### config.mk
export PLATFORM = sky130hd
export DESIGN_NAME = pwm_seq_player
export DESIGN_NICKNAME = d
export VERILOG_FILES = /design/src/rtl/pwm_seq_pkg.sv /design/src/rtl/pwm_seq_table.sv /design/src/rtl/pwm_seq_scan.sv /design/src/rtl/pwm_seq_period.sv /design/src/rtl/pwm_seq_player.sv
export SDC_FILE = /design/constraint.sdc
export NUM_CORES = 1
export LEC_CHECK = 0
export ABC_CLOCK_PERIOD_IN_PS = 4700
export BUFFER_PORTS_ARGS = -buffer_cell sky130_fd_sc_hd__buf_2
export CAP_MARGIN = 20
export CORE_MARGIN = 1
export CORE_UTILIZATION = 50
export CTS_CLUSTER_DIAMETER = 120
export CTS_CLUSTER_SIZE = 16
export DETAILED_ROUTE_END_ITERATION = 6
export GPL_TIMING_DRIVEN = 0
export PLACE_DENSITY_LB_ADDON = 0.25
export SYNTH_ARGS = -nofsm -noshare
export SYNTH_HDL_FRONTEND = slang
export SYNTH_SLANG_ARGS = --single-unit
### constraint.sdc
create_clock -name clk -period 4.7 [get_ports clk]
set_input_delay 0.47 -clock clk [delete_from_list [all_inputs] [get_ports clk]]
set_output_delay 0.47 -clock clk [all_outputs]
set_load 0.005 [all_outputs]
### src/rtl/pwm_seq_pkg.sv
package pwm_seq_pkg;
  localparam int CNT_W   = 8;
  localparam int REP_W   = 6;
  localparam int AMP_W   = 8;
  localparam int ENTRY_W = REP_W + AMP_W;
  localparam int DUTY_W  = CNT_W + 1;
  localparam int PERIOD  = 1 << CNT_W;

  typedef struct packed {
    logic [REP_W-1:0] rep;
    logic [AMP_W-1:0] amp;
  } slot_t;

  // Amplitude code all-ones selects full on; other codes map directly, clamped to one period.
  function automatic logic [DUTY_W-1:0] amp_to_duty(input logic [AMP_W-1:0] amp);
    logic [DUTY_W-1:0] d;
    if (amp == {AMP_W{1'b1}}) d = DUTY_W'(PERIOD);
    else                      d = DUTY_W'(amp);
    if (d > DUTY_W'(PERIOD))  d = DUTY_W'(PERIOD);
    return d;
  endfunction
endpackage

### src/rtl/pwm_seq_table.sv
module pwm_seq_table
  import pwm_seq_pkg::*;
#(
  parameter int DEPTH = 5,
  localparam int IDX_W = (DEPTH > 1) ? $clog2(DEPTH) : 1
) (
  input  logic                  clk,
  input  logic                  rst,
  input  logic                  busy_i,
  input  logic                  wr_en_i,
  input  logic [IDX_W-1:0]      wr_idx_i,
  input  slot_t                 wr_slot_i,
  output slot_t [DEPTH-1:0]     slots_o
);

  for (genvar g = 0; g < DEPTH; g++) begin : g_slot
    always_ff @(posedge clk) begin
      if (rst)                                      slots_o[g] <= '0;
      else if (wr_en_i && wr_idx_i == IDX_W'(g))    slots_o[g] <= wr_slot_i;
    end
  end

  AST_WR_ONLY_IDLE: assert property (@(posedge clk) disable iff (rst)
    wr_en_i |-> !busy_i);

endmodule

### src/rtl/pwm_seq_scan.sv
module pwm_seq_scan
  import pwm_seq_pkg::*;
#(
  parameter int DEPTH = 5,
  localparam int IDX_W = (DEPTH > 1) ? $clog2(DEPTH) : 1
) (
  input  slot_t [DEPTH-1:0]  slots_i,
  input  logic  [IDX_W:0]    from_i,
  output logic               hit_o,
  output logic  [IDX_W-1:0]  idx_o
);

  logic [DEPTH-1:0] eligible;

  for (genvar g = 0; g < DEPTH; g++) begin : g_elig
    assign eligible[g] = (slots_i[g].rep != '0) && ((IDX_W+1)'(g) >= from_i);
  end

  // Lowest eligible index wins.
  always_comb begin
    hit_o = 1'b0;
    idx_o = '0;
    for (int i = DEPTH - 1; i >= 0; i--) begin
      if (eligible[i]) begin
        hit_o = 1'b1;
        idx_o = IDX_W'(i);
      end
    end
  end

endmodule

### src/rtl/pwm_seq_period.sv
module pwm_seq_period
  import pwm_seq_pkg::*;
(
  input  logic               clk,
  input  logic               rst,
  input  logic               run_i,
  input  logic [DUTY_W-1:0]  duty_i,
  output logic [CNT_W-1:0]   cnt_o,
  output logic               wrap_o,
  output logic               pwm_o
);

  logic [DUTY_W-1:0] duty_eff;

  always_ff @(posedge clk) begin
    if (rst || !run_i) cnt_o <= '0;
    else               cnt_o <= cnt_o + 1'b1;
  end

  assign duty_eff = (duty_i > DUTY_W'(PERIOD)) ? DUTY_W'(PERIOD) : duty_i;
  assign wrap_o   = run_i && (cnt_o == {CNT_W{1'b1}});
  assign pwm_o    = run_i && ({1'b0, cnt_o} < duty_eff);

  AST_CNT_FROM_ZERO: assert property (@(posedge clk) disable iff (rst)
    $rose(run_i) |-> cnt_o == '0);

endmodule

### src/rtl/pwm_seq_player.sv
module pwm_seq_player
  import pwm_seq_pkg::*;
#(
  parameter int DEPTH = 5,
  localparam int IDX_W = (DEPTH > 1) ? $clog2(DEPTH) : 1
) (
  input  logic                clk,
  input  logic                rst,
  input  logic                start_i,
  input  logic                wr_valid_i,
  output logic                wr_ready_o,
  input  logic [IDX_W-1:0]    wr_addr_i,
  input  logic [ENTRY_W-1:0]  wr_data_i,
  output logic                pwm_o,
  output logic                busy_o,
  output logic                done_o
);

  logic              busy_q, done_q;
  logic [IDX_W-1:0]  idx_q;
  logic [REP_W-1:0]  rem_q;
  logic [DUTY_W-1:0] duty_q;

  slot_t [DEPTH-1:0] slots;
  logic              wr_en;
  logic [IDX_W:0]    scan_from;
  logic              hit;
  logic [IDX_W-1:0]  hit_idx;
  logic [CNT_W-1:0]  cnt;
  logic              wrap;
  logic              start_ok;
  slot_t             next_slot;

  assign wr_ready_o = !busy_q;
  assign wr_en      = wr_valid_i && wr_ready_o && ({1'b0, wr_addr_i} < (IDX_W+1)'(DEPTH));
  assign start_ok   = start_i && !busy_q;
  assign scan_from  = busy_q ? ({1'b0, idx_q} + 1'b1) : '0;
  assign next_slot  = slots[hit_idx];

  pwm_seq_table #(.DEPTH(DEPTH)) u_table (
    .clk       (clk),
    .rst       (rst),
    .busy_i    (busy_q),
    .wr_en_i   (wr_en),
    .wr_idx_i  (wr_addr_i),
    .wr_slot_i (slot_t'(wr_data_i)),
    .slots_o   (slots)
  );

  pwm_seq_scan #(.DEPTH(DEPTH)) u_scan (
    .slots_i (slots),
    .from_i  (scan_from),
    .hit_o   (hit),
    .idx_o   (hit_idx)
  );

  pwm_seq_period u_period (
    .clk    (clk),
    .rst    (rst),
    .run_i  (busy_q),
    .duty_i (duty_q),
    .cnt_o  (cnt),
    .wrap_o (wrap),
    .pwm_o  (pwm_o)
  );

  always_ff @(posedge clk) begin
    if (rst) begin
      busy_q <= 1'b0;
      done_q <= 1'b0;
      idx_q  <= '0;
      rem_q  <= '0;
      duty_q <= '0;
    end else begin
      done_q <= 1'b0;
      if (start_ok || (busy_q && wrap && rem_q == REP_W'(1))) begin
        if (hit) begin
          busy_q <= 1'b1;
          idx_q  <= hit_idx;
          rem_q  <= next_slot.rep;
          duty_q <= amp_to_duty(next_slot.amp);
        end else begin
          busy_q <= 1'b0;
          done_q <= 1'b1;
          duty_q <= '0;
        end
      end else if (busy_q && wrap) begin
        rem_q <= rem_q - 1'b1;
      end
    end
  end

  assign busy_o = busy_q;
  assign done_o = done_q;

  AST_IDLE_OUT_LOW: assert property (@(posedge clk) disable iff (rst)
    !busy_q |-> !pwm_o);
  AST_DONE_SINGLE: assert property (@(posedge clk) disable iff (rst)
    done_o |=> !done_o);
  AST_FINISH_DONE: assert property (@(posedge clk) disable iff (rst)
    $fell(busy_q) |-> done_o);
  AST_DUTY_AT_BOUNDARY: assert property (@(posedge clk) disable iff (rst)
    (busy_q && $past(busy_q) && !$past(wrap)) |-> $stable(duty_q));
  AST_REM_NONZERO: assert property (@(posedge clk) disable iff (rst)
    busy_q |-> rem_q != '0);
  AST_START_IGNORED: assert property (@(posedge clk) disable iff (rst)
    (busy_q && start_i && !wrap) |=> (busy_q && $stable(idx_q)));
  AST_WRAP_AT_TOP: assert property (@(posedge clk) disable iff (rst)
    (busy_q && $past(busy_q) && $past(wrap)) |-> cnt == '0);

endmodule

==> metrics.md, run 1 <==
| Metric | Value |
|---|---|
| RR Endpoint | `duty_q[8]` |
| WS Path Type | `register to register` |
| CTS Sinks | `98` |
| Gpl congestion | `0.969` |
| Width of the chip | `99.0 um` |
| Post-CTS Setup Bufs | `0` |
| Main combinational cell family by area after synthesis | `simple AND/OR/NAND/NOR gates` |
| Adder-Cell Fraction of Synth Area | `0.0293` |
| # hold bufs at CTS | `0` |
| Final non-filler cell total | `715` |
| Setup TNS | `0 ps` |
| Mux contribution to synthesized area | `0.105` |
| DR pass1 iterations | `5` |
| Tmin final | `3790 ps` |
| Area Overhead vs Synth | `10.1%` |
| Placed Area | `4960 um^2` |
| Syn Inst Count | `565` |
| Largest net degree at the start of global routing | `16` |
| Worst Clk Skew | `8.42 ps` |
| Crit path required time | `4990 ps` |
| Number of synthesized flops with an enable pin | `0` |
| Core area | `9150 um^2` |
| Seq cells post-synth | `98` |
| Synth Net Count | `597` |
| Crit path DAT | `4080 ps` |
| I/O pin cnt | `25` |
| Startpoint types | `register` |
| Worst path max stage delay | `600 ps` |
| Initial Utilization | `0.514` |
| RSZ-0062 raised after global routing | `no` |
| Netlist cell types | `59` |
| Final hold viol count | `0` |
| Clock transition at the registers of the reported paths | `90 ps` |
| Delay-heaviest family, CP | `compound AO/OA/AOI/OAI gates` |
| Vias/cell | `6.02` |
| Final worst path period share | `0.806` |
| Hold endpoint | `u_table.slots_o[5]` |
| # DRC | `0` |
| Outcome | `finished clean` |
| Design Area, Final | `5170 um^2` |
| Cell area after synthesis | `4700 um^2` |
| Post-Synth Simple-Gate Area | `0.235` |
| Routed Antenna Nets | `0` |
| Hold wc startpoint | `wr_data_i[5]` |
| GRT Total Usage | `0.275` |
| Root Buffer | `clkbuf_8` |
| Worst path bufs/invs | `1` |
| 1st-iter DRT viols | `383` |
| Dpl hpwl | `9160 um` |
| Async SR Flop Fraction | `0` |
| Clock latency on the worst-skew pair | `360 ps` |
| Routed wire length | `12700 um` |
| Worst Hold Depth | `3` |
| Std-Cell Rows | `35` |
| VDD IR-drop max | `0.163 mV` |
| Die Ht | `99.0 um` |
| Max Slew Vio Count | `0` |
| Clock buffer depth | `2` |
| Ys Warns | `0` |
| Die area | `9800 um^2` |
| Avg WL per Cell | `17.7 um` |
| Slowest CP cell | `or4_1` |
| Placed Cells incl. Taps | `699` |
| Synth area leader | `dfxtp_1` |
| Antenna violations before repair | `0` |
| GRT overflow | `0` |
| PostCTS Resize Cnt | `0` |
| Post-Syn Area per Cell | `8.32 um^2` |
| Ys flop type | `dfxtp_1` |
| CP Capture Type | `register` |
| H-tree levels | `3` |
| Nets | `631` |
| TritonCTS Buffers | `9` |
| Synth top area share | `0.417` |
| # setup viols final | `0` |
| IO Port Bufs | `23` |
| Reg-to-reg slack, setup | `910 ps` |
| Synth Area in Compound Gates | `0.171` |
| Reg2Reg Launch Point | `u_table.slots_o[27]` |
| Crit path cell chain | `or4_1 -> o31ai_1 -> o21ai_1 -> nand2_1 -> clkbuf_1 -> a21oi_1 -> o31ai_1 -> o2111ai_1 -> or3_1 -> a21oi_1` |
| Synth area leaders | `dfxtp_1 42%, mux2i_1 9.6%, nand2_1 8.2%, nor2_1 5.4%, a21oi_1 4.8%` |
| Register-to-Register Path Depth | `10` |
| Crit path max fanout | `10` |
| PwrDens | `367 nW/um^2` |
| Leakage | `1.94 nW` |
| Max-Cap Viols | `0` |
| Share of layout cells above drive strength 1 | `0.0828` |
| Fillers | `864` |
| Sequential area share after synthesis | `0.417` |
| HP Class | `input port to register` |
| XOR/XNOR Fraction of Synth Area | `0.0112` |
| Vias | `4302` |
| First-pass GRT wire length | `20800 um` |
| Tot Pwr | `1.90 mW` |
| Fmax | `0.264 GHz` |
| N_diodes | `0` |
| CTS tree | `built` |
| Final Util | `0.565` |
| Vias in the first global route | `4053` |
| Worst-margin pin slew | `970 ps` |
| Slew headroom | `0.352` |
worst reg2reg max path: stages (launching register included):
cell,delay (ps)
dfxtp_1,350
or4_1,600
o31ai_1,320
o21ai_1,270
nand2_1,280
clkbuf_1,480
a21oi_1,160
o31ai_1,470
o2111ai_1,250
or3_1,410
a21oi_1,140
registers in the layout (all words and copies together), names as in the netlist:
register,cells
u_table.slots_o,70
u_period.cnt_o,8
rem_q,6
done_o,1
duty_q,9
idx_q,3
busy_o,1
how the worst max path moves through the flow:
stage	start	to	slack, ps	depth (start not counted)
3_3_place_gp	u_table.slots_o[41]	duty_q[8]	1070	10
3_5_place_dp	u_table.slots_o[41]	duty_q[8]	1040	10
5_1_grt	busy_o	duty_q[3]	660	11
6_report	u_table.slots_o[27]	duty_q[8]	910	10
4_1_cts	u_table.slots_o[41]	duty_q[8]	1000	10
2_1_floorplan	u_table.slots_o[8]	duty_q[8]	1660	9
layout make-up:
class,count,area [um^2],area share
clock inverters,5,77.6,0.0150
repair buffers,23,115,0.0222
plain buffers,30,121,0.0235
clock buffers,11,141,0.0273
multi-input cells,430,2590,0.501
well taps,111,139,0.0268
flip-flops and latches,98,1960,0.379
inverters,7,26.3,0.00508
cell usage in the layout (no fill, tap or decap), drive strengths merged, types with 4 or more instances in the layout:
cell,count
a211o,4
a21oi,45
dfxtp,98
buf,26
nand3,20
clkbuf,38
or4,5
a22oi,4
a211oi,5
o41ai,5
nand2,103
a21o,8
and3,13
mux2,4
o311ai,6
o31ai,4
nor3,7
nand2b,12
o22ai,4
mux2i,45
inv,7
o21ai,13
ha,11
nor2,69
metal layers:
layer	track usage	routed length [um]	up-vias
li1	-	-	2066
met1	0.361	5780	2039
met2	0.445	5780	165
met3	0.0489	808	32
met4	0.119	316	0
met5	0	0	-
cells by family after synthesis:
kind of cell | Yosys count
and+or+nand+nor | 246
adders and majority gates | 11
buffers and inverters | 37
DFF | 98
muxes | 49
AOI/OAI and AO/OA | 118
xor gates and xnor gates | 6
power breakdown:
part	leakage, nW	switching [mW]	internal (mW)	total, mW
clock network	0.109	0.290	0.313	0.603
logic	1.04	0.258	0.145	0.404
registers	0.793	0.0263	0.864	0.890
total	1.94	0.574	1.32	1.90
cell usage after synthesis, types with 3 or more instances:
cell and instances:
a211oi_1 5, a22oi_1 4, inv_1 7, mux2i_1 45
mux2_2 4, nand2b_1 12, a21o_1 8, dfxtp_1 98
o21ai_0 8, o31ai_1 4, or4_1 4, ha_1 11
nor2_1 68, a21oi_1 45, o21ai_1 5, nand2_1 103
xor2_1 3, o311ai_0 3, or2b_1 3, nand3_1 20
nor3_1 6, o41ai_1 4, or3_1 3, and3_1 13
xnor2_1 3, clkbuf_1 27, o22ai_1 4, o311ai_1 3
a211o_1 4
stage by stage:
step / hold WS [ps] / setup WS [ps]
after floorplan: 421 / 1660
after global placement: 438 / 1070
after detailed placement: 440 / 1040
after CTS: 373 / 1000
after global routing: 374 / 660
final: 380 / 911
Note: power is estimated with default switching activity, not from simulation.
==> run 2: changes to the inputs <==
- ABC_CLOCK_PERIOD_IN_PS: 4700 -> 3410
- clock period: 4.7 -> 3.41 ns (I/O delays scaled with it)
==> run 2 against run 1 <==
  * Wire length grew 1.9%
  * Fmax grew 11%
  * Sequential cell count is the same
  * Critical path depth shrank 1
  * First-iteration DRC count shrank 4.2%
  * Worst hold slack lost 130 ps
  * Global-route usage is essentially flat
  * Setup slack lost 900 ps
  * Largest cell class unchanged
  * Power grew 41%
  * Sequential share of layout area shrank 1.2 points
  * Combinational power grew 53%
==> metrics.md, run 2 (synthesized netlist as in run 1, its figures left out) <==
| Metric | Value |
|---|---|
| Nets | `634 (was 631)` |
| HP Class | `input port to register (unchanged)` |
| Outcome | `finished clean (unchanged)` |
| Die Ht | `99.0 um (unchanged)` |
| Largest registers | `u_table.slots_o x70, duty_q x9, u_period.cnt_o x8 (unchanged)` |
| Slew headroom | `0.390 (was 0.352)` |
| Largest net degree at the start of global routing | `16 (unchanged)` |
| Highest-count cells in the layout ignoring fill and taps | `101 x nand2_1, 97 x dfxtp_1, 67 x nor2_1 (was 103 x nand2_1, 98 x dfxtp_1, 68 x nor2_1)` |
| Tmin final | `3400 ps (was 3790 ps)` |
| Area Overhead vs Synth | `13.7% (was 10.1%)` |
| GRT overflow | `0 (unchanged)` |
| Most used routing layer in global routing | `met2 (unchanged)` |
| I/O pin cnt | `25 (unchanged)` |
| Clock buffer depth | `2 (unchanged)` |
| Leakage | `2.00 nW (was 1.94 nW)` |
| Fmax | `0.294 GHz (was 0.264 GHz)` |
| TritonCTS Buffers | `9 (unchanged)` |
| Vias/cell | `6.05 (was 6.02)` |
| Die area | `9800 um^2 (unchanged)` |
| # hold bufs at CTS | `0 (unchanged)` |
| CTS Sinks | `98 (unchanged)` |
| Crit path required time | `3700 ps (was 4990 ps)` |
| RSZ-0062 raised after global routing | `yes (was no)` |
| Gpl congestion | `0.969 (unchanged)` |
| Commonest non-fill, non-tap cell in the layout | `nand2_1 (unchanged)` |
| DR pass1 iterations | `5 (unchanged)` |
| Startpoint types | `register (unchanged)` |
| Routed Antenna Nets | `0 (unchanged)` |
| Avg WL per Cell | `18.0 um (was 17.7 um)` |
| Max Slew Vio Count | `0 (unchanged)` |
| Vias | `4341 (was 4302)` |
| Worst-margin pin slew | `915 ps (was 970 ps)` |
| N_diodes | `0 (unchanged)` |
| Root Buffer | `clkbuf_8 (unchanged)` |
| Antenna violations before repair | `0 (unchanged)` |
| Placed Area | `4960 um^2 (unchanged)` |
| Clock latency on the worst-skew pair | `360 ps (about the same)` |
| GRT Total Usage | `0.275 (about the same)` |
| Core area | `9150 um^2 (unchanged)` |
| Routed wire length | `12900 um (was 12700 um)` |
| Final hold viol count | `0 (unchanged)` |
| CP Capture Type | `register (unchanged)` |
| # setup viols final | `0 (unchanged)` |
| Final setup margin | `7.08 ps (was 911 ps)` |
| Placed Cells incl. Taps | `699 (unchanged)` |
| First-pass GRT wire length | `20800 um (about the same)` |
| Dpl hpwl | `9160 um (unchanged)` |
| Tot Pwr | `2.68 mW (was 1.90 mW)` |
| Design Area, Final | `5350 um^2 (was 5170 um^2)` |
| Largest register by flop count | `u_table.slots_o (unchanged)` |
| Max reg flops | `70 (unchanged)` |
| Pre-CTS setup slack | `-251 ps (was 1040 ps)` |
| Global Route met3 Usage | `0.0489 (unchanged)` |
| 1st-iter DRT viols | `367 (was 383)` |
| Std-Cell Rows | `35 (unchanged)` |
| IO Port Bufs | `23 (unchanged)` |
| PwrDens | `501 nW/um^2 (was 367 nW/um^2)` |
| Final worst path period share | `0.998 (was 0.806)` |
| WS Path Type | `register to register (unchanged)` |
| M1 GR Usage | `0.362 (was 0.361)` |
| Width of the chip | `99.0 um (unchanged)` |
| WHS | `252 ps (was 380 ps)` |
| Crit path max fanout | `10 (unchanged)` |
| CTS tree | `built (unchanged)` |
| Initial Utilization | `0.514 (unchanged)` |
| Worst Clk Skew | `10.7 ps (was 8.42 ps)` |
| # DRC | `0 (unchanged)` |
| Share of layout cells above drive strength 1 | `0.130 (was 0.0828)` |
| Final non-filler cell total | `718 (was 715)` |
| Met2 Usage GRT | `0.444 (was 0.445)` |
| Crit path DAT | `3690 ps (was 4080 ps)` |
| H-tree levels | `3 (unchanged)` |
| VDD IR-drop max | `0.239 mV (was 0.163 mV)` |
| Clock transition at the registers of the reported paths | `90 ps (about the same)` |
| Max-Cap Viols | `0 (unchanged)` |
| Vias in the first global route | `4060 (was 4053)` |
==> run 2: cell types whose count changed in the layout (fill, tap and decap cells not counted), moves of 3 or more <==
| cell | previous run | this run |
|---|---|---|
| clkbuf_1 | 28 | 22 |
| o311ai_2 | 0 | 4 |
| clkbuf_2 | 0 | 4 |
| o31ai_1 | 4 | 1 |
| buf_4 | 0 | 3 |
==> run 2: stage by stage <==
| step | utilization | setup TNS (ps) |
|---|---|---|
| after global placement | 0.541 | -1700 |
| after CTS | 0.569 | 0 |
| final | 0.584 | 0 |
| after global routing | 0.584 | -85.5 |
| after floorplan | - | 0 |
| after detailed placement | 0.541 | -2100 |
==> run 2: routing by layer <==
metal / wire (um) / share of wire
met4: 379 / 0.029
met2: 5920 / 0.46
met1: 5710 / 0.44
met3: 919 / 0.071
met5: 0 / 0
==> run 2: worst paths after layout <==
path | to | cells after the start | start | slack, ps
min | u_table.slots_o[5] | 3 | wr_data_i[5] | 250
max reg2reg | duty_q[8] | 9 | u_table.slots_o[27] | 7
min reg2reg | u_table.slots_o[49] | 2 | u_table.slots_o[49] | 450
max | duty_q[8] | 9 | u_table.slots_o[27] | 7
==> run 2: area by class of cell <==
type                       count  area [um^2]
buffer                        30          143
clock buffer                  11          141
clock inverter                 5         77.6
fill                         847         3810
inverter                       7         26.3
multi-input combinational    430         2720
sequential                    98         1960
tap                          111          139
timing repair buffer          26          138
==> run 2: report_power, final <==
part | switching (mW) | leakage, nW | internal, mW
clock | 0.401 | 0.109 | 0.431
combinational | 0.384 | 1.10 | 0.234
sequential | 0.0368 | 0.794 | 1.19
total | 0.822 | 2.00 | 1.86
==> run 2: timing repair <==
action                                 4_1_cts  5_1_grt
pin swaps                                    0        5
setup endpoints to repair                   13       25
gates resized for setup                     11       30
setup buffers                                0        3
endpoints found under the hold margin        0        0
==> run 2: worst max-delay path, stage by stage (launching register included) <==
cell and delay, ps:
dfxtp_2 350, or4_4 560, o31a_1 380, o41ai_4 430
and2b_2 250, buf_8 150, o311ai_2 160, or4_4 590
or3_1 330, a21oi_1 140
